[config.mk]
export PLATFORM = sky130hd
export DESIGN_NAME = ptb_timebase
export DESIGN_NICKNAME = d
export VERILOG_FILES = /design/src/rtl/ptb_pkg.sv /design/src/rtl/ptb_prescaler.sv /design/src/rtl/ptb_phase_acc.sv /design/src/rtl/ptb_timebase.sv
export SDC_FILE = /design/constraint.sdc
export NUM_CORES = 1
export LEC_CHECK = 0
export ABC_CLOCK_PERIOD_IN_PS = 2600
export BUFFER_PORTS_ARGS = -buffer_cell sky130_fd_sc_hd__buf_4
export CORE_UTILIZATION = 30
export CTS_CLUSTER_DIAMETER = 60
export DETAILED_ROUTE_END_ITERATION = 7
export MAX_ROUTING_LAYER = met4
export SYNTH_ARGS = -nofsm -noshare
export SYNTH_HDL_FRONTEND = slang
export SYNTH_SLANG_ARGS = --single-unit
[constraint.sdc]
create_clock -name clk_i -period 2.6 [get_ports clk_i]
set_input_delay 0.26 -clock clk_i [delete_from_list [all_inputs] [get_ports clk_i]]
set_output_delay 0.26 -clock clk_i [all_outputs]
set_load 0.02 [all_outputs]
[src/rtl/ptb_pkg.sv]
package ptb_pkg;

    localparam int unsigned PHASE_W = 16;
    localparam int unsigned RES_W   = $clog2(PHASE_W);

    typedef enum logic {
        ST_IDLE = 1'b0,
        ST_RUN  = 1'b1
    } ptb_state_e;

    // phase increment per beat for a given resolution code
    function automatic logic [PHASE_W-1:0] step_of(input logic [RES_W-1:0] res);
        return PHASE_W'(1) << (RES_W'(PHASE_W - 1) - res);
    endfunction

    // mask that keeps only the significant (top res+1) phase bits
    function automatic logic [PHASE_W-1:0] keep_mask(input logic [RES_W-1:0] res);
        return ~(step_of(res) - PHASE_W'(1));
    endfunction

endpackage

[src/rtl/ptb_prescaler.sv]
module ptb_prescaler #(
    parameter int unsigned DIV_W = 27
) (
    input  logic             clk_i,
    input  logic             rst_ni,
    input  logic             run_i,
    input  logic [DIV_W-1:0] div_i,
    output logic             tick_o
);

    logic [DIV_W-1:0] cnt_q;

    // >= so that a lowered divider value ends the beat at once
    assign tick_o = run_i && (cnt_q >= div_i);

    always_ff @(posedge clk_i or negedge rst_ni) begin
        if (!rst_ni) begin
            cnt_q <= '0;
        end else if (!run_i || tick_o) begin
            cnt_q <= '0;
        end else begin
            cnt_q <= cnt_q + DIV_W'(1);
        end
    end

endmodule

[src/rtl/ptb_phase_acc.sv]
module ptb_phase_acc
    import ptb_pkg::*;
(
    input  logic               clk_i,
    input  logic               rst_ni,
    input  logic               run_i,
    input  logic               tick_i,
    input  logic [RES_W-1:0]   res_i,
    output logic [PHASE_W-1:0] phase_o,
    output logic               wrap_o
);

    logic [PHASE_W-1:0] phase_q;
    logic [PHASE_W-1:0] phase_nxt;

    assign phase_nxt = (phase_q + step_of(res_i)) & keep_mask(res_i);
    assign wrap_o    = (phase_nxt == '0);
    assign phase_o   = phase_q;

    always_ff @(posedge clk_i or negedge rst_ni) begin
        if (!rst_ni) begin
            phase_q <= '0;
        end else if (!run_i) begin
            phase_q <= '0;
        end else if (tick_i) begin
            phase_q <= phase_nxt;
        end
    end

endmodule

[src/rtl/ptb_timebase.sv]
module ptb_timebase
    import ptb_pkg::*;
#(
    parameter int unsigned DIV_W = 27
) (
    input  logic               clk_i,
    input  logic               rst_ni,
    input  logic               cnt_en_i,
    input  logic [RES_W-1:0]   res_i,
    input  logic [DIV_W-1:0]   clk_div_i,
    output logic [PHASE_W-1:0] phase_o,
    output logic               beat_o,
    output logic               cycle_start_o
);

    ptb_state_e state_q;
    ptb_state_e state_nxt;
    logic       run;
    logic       tick;
    logic       wrap;
    logic       beat_q;
    logic       cs_q;

    // next-state selection: START and STOP transitions
    always_comb begin
        state_nxt = state_q;
        unique case (state_q)
            ST_IDLE: if (cnt_en_i)  state_nxt = ST_RUN;
            ST_RUN:  if (!cnt_en_i) state_nxt = ST_IDLE;
            default: state_nxt = ST_IDLE;
        endcase
    end

    always_ff @(posedge clk_i or negedge rst_ni) begin
        if (!rst_ni) begin
            state_q <= ST_IDLE;
        end else begin
            state_q <= state_nxt;
        end
    end

    // state-derived control: counting only in RUN with enable still high
    always_comb begin
        run = 1'b0;
        unique case (state_q)
            ST_IDLE: run = 1'b0;
            ST_RUN:  run = cnt_en_i;
            default: run = 1'b0;
        endcase
    end

    ptb_prescaler #(
        .DIV_W (DIV_W)
    ) u_presc (
        .clk_i  (clk_i),
        .rst_ni (rst_ni),
        .run_i  (run),
        .div_i  (clk_div_i),
        .tick_o (tick)
    );

    ptb_phase_acc u_acc (
        .clk_i   (clk_i),
        .rst_ni  (rst_ni),
        .run_i   (run),
        .tick_i  (tick),
        .res_i   (res_i),
        .phase_o (phase_o),
        .wrap_o  (wrap)
    );

    always_ff @(posedge clk_i or negedge rst_ni) begin
        if (!rst_ni) begin
            beat_q <= 1'b0;
            cs_q   <= 1'b0;
        end else begin
            beat_q <= run && tick;
            cs_q   <= run && tick && wrap;
        end
    end

    assign beat_o        = beat_q;
    assign cycle_start_o = cs_q;

endmodule

==> impl_metrics.toml <==
[outcome]
outcome = "finished with violations"
failed_checks = "hold timing"

[setup_path]
cpPeakStageDelay_ns = 0.42
crit_slowest_cell = "dfrtp_1"
critical_path.cell_chain = "ha_4, nand4_1, nor3_2, a2111oi_2, buf_4, a211oi_4, nor2_2, buf_12, buf_4, or3_1, a21oi_2"
r2r_slack_ns = 0.02
arrival_ns = 2.80
reg2regPathDepth = 11
crit_fanout = 21
worstPathRequired_ns = 2.82
path_common_cell = "buf_4"
rr_startpoint = "u_presc.cnt_q[17]"
crit_path_start_kind = "flop"
path_class = "flop to flop"
r2r_end = "u_acc.phase_o[0]"
end_kind = "flop"

[clock_tree]
insertion_delay_ns = 0.29
cts_buffers = 5
clkSlewWorstSetupHoldPaths_ns = 0.07
clock_path_buffers = 2
cts_num_sinks = 46
cts_tree = "done"
hold_buffers = 0
cts-root-buf = "clkbuf_16"
cts.htree.levels = 2

[floorplanning]
ios = 52
dieArea_sq_mm = 0.0137
rows = 41
chipWidth_um = 117
start_util_pct = 31.2
die_y_um = 117
coreArea_sq_mm = 0.0128

[timing]
rsz0062_at_grt = "yes"
timing.final.crit_period_ns = 2.58
skew_ns = 0.00717
finalSetupViolCount = 0
tightest_slew_ns = 0.615
relSlewSlack_pct = 59.0
fin_crit_sh_pct = 99.2
hold_viol = 43
max_freq_ghz = 0.388
finalMaxSlewViolations = 0
hold_ws_ns = -0.0167

[yosys]
synth_cell_types = 65
syn_inst = 482
yosysWarnings = 0
async_reset_ff_share_pct = 100
syn_area_sq_mm = 0.00398
ys.flop_type = "dfrtp_1"
synth-seq-cells = 46
avgSynthCellArea_sq_um = 8.26
ys_seq_area_share_pct = 28.9
synth_fp_nets = 557
synth_edf_count = 0

[drt]
wl_um = 10900
drt-pass1-iter-count = 4
via_count = 3808
wl_per_cell_um = 14.1
remaining_drc_errors = 0
postRouteAntennaNets = 0
drt_iter0_markers = 136
avgViaCountPerCell = 4.93

[placement]
post-dp-hpwl_um = 8650
portBuffers = 51
place_congestion = 0.917

[global_routing]
grt_max_degree = 47
antenna_found_initial = 0
grt_use_total_pct = 17.4
grt_pass1_vias = 3763
grt_pass1_wl_um = 18000
gr-total-overflow = 0

[power]
ir_drop_uv = 212
pwr-share-clk_pct = 43.4
comb_power_share_pct = 14.3
power.leakage_nw = 2.64
powerDensity_mw_per_mm2 = 313
finalPower_mw = 1.70
swShare_pct = 24.5
p_int_mw = 1.28
p_sw_mw = 0.417
pwr-share-seq_pct = 42.3

[final_layout]
syn_to_final_growth_pct = 36.5
antenna_cells = 0
final_util_pct = 42.5
nets = 675
layout_common_cells = "buf_4, nor2_1, dfrtp_1"
final_layout_size_suffix_gt1_share_pct = 29.6
final_common_cell = "buf_4"

[flow_run]
drv_cap = 0

[hold_path]
hold_class = "input pin to asynchronous set/reset pin"
## stage by stage
| stage | std cells | TNS, ns | area [sq um] | setup WS, ns |
|---|---|---|---|---|
| after global routing | 773 | -0.448 | 5430 | -0.131 |
| after CTS | 773 | -0.0751 | 5370 | -0.0273 |
| after detailed placement | 759 | -0.881 | 5140 | -0.163 |
| after global placement | 759 | -0.525 | 5140 | -0.114 |
| after floorplan | 482 | -0.0211 | 4120 | -0.0211 |
| final | 773 | 0 | 5430 | 0.0197 |
## layer usage
metal  global-route usage [%]  vias up  part of all wire, %
met1                     22.2     1783                   46
met2                     28.8       72                   48
met3                     2.47       18                  3.9
met4                     4.89        0                  1.8
met5                        -        -                    0
li1                         -     1935                    -
## cell usage after synthesis, types with 5 or more instances
cell type / instances / area share [%]
nand2b_1: 5 / 0.79
nor3_1: 19 / 2.4
buf_1: 5 / 0.47
nand2_1: 36 / 3.4
clkbuf_1: 9 / 0.85
o21ai_0: 13 / 1.6
nor2b_1: 5 / 0.79
a21oi_1: 25 / 3.1
a21o_1: 7 / 1.3
inv_1: 38 / 3.6
mux2i_1: 6 / 1.5
nor4_1: 5 / 0.79
ha_1: 40 / 13
xor2_1: 18 / 4.0
nand3_1: 24 / 3.0
nor2_1: 65 / 6.1
xnor2_1: 18 / 4.0
nand4_1: 11 / 1.7
dfrtp_1: 46 / 29
nand3b_1: 5 / 0.94
or3_1: 6 / 0.94
## flip-flops by register name, summed over array words and instances, names as in the netlist
signal	flops
u_presc.cnt_q	27
u_acc.phase_o	16
beat_o	1
cycle_start_o	1
state_q	1
## logic make-up after synthesis
| family | share of synthesized area, % |
|---|---|
| and+or+nand+nor | 25.7 |
| AOI/OAI and AO/OA | 15.7 |
| buffers and inverters | 5.85 |
| DFF | 28.9 |
| adders and majority gates | 13.1 |
| xor gates and xnor gates | 8.33 |
| muxes | 2.36 |
## area by class of cell
class	instances	area [sq um]
Tap cell	172	215
Timing Repair Buffer	130	1000
Sequential cell	46	1150
Multi-Input combinational cell	378	2750
Inverter	39	146
Fill cell	1295	7340
Clock buffer	5	125
Clock inverter	3	43.8
## worst max path at each step
| stage | start | to | depth (start not counted) |
|---|---|---|---|
| CTS | u_presc.cnt_q[16] | u_acc.phase_o[5] | 10 |
| finish | u_presc.cnt_q[17] | u_acc.phase_o[0] | 11 |
| floorplan | res_i[2] | cycle_start_o | 14 |
| detailed placement | res_i[1] | cycle_start_o | 13 |
| global placement | u_presc.cnt_q[16] | u_acc.phase_o[7] | 10 |
| global route | u_presc.cnt_q[14] | u_acc.phase_o[0] | 11 |
## what timing repair did
item / 4_1_cts / 5_1_grt
pin swaps: 4 / 10
buffers inserted: 6 / 2
hold endpoints to repair: 0 / 0
resized for setup: 5 / 12
endpoints found under the setup margin: 7 / 21
gates cloned: 0 / 0
## power by group through the flow
stage	registers, mW	clock network [mW]	logic [mW]
after global placement	0.732	0	0.237
after CTS	0.719	0.765	0.242
after detailed placement	0.732	0	0.240
after floorplan	0.733	0	0.125
after global routing	0.719	0.788	0.270
final	0.719	0.738	0.243
## worst max-delay path: cells and delay by family (launching register included)
family,cells,cell delay (ns)
buffers and inverters,3,0.46
AOI/OAI and AO/OA,3,0.46
DFF,1,0.42
and+or+nand+nor,4,0.87
adders and majority gates,1,0.28
Power figures use the tool's default switching activity.
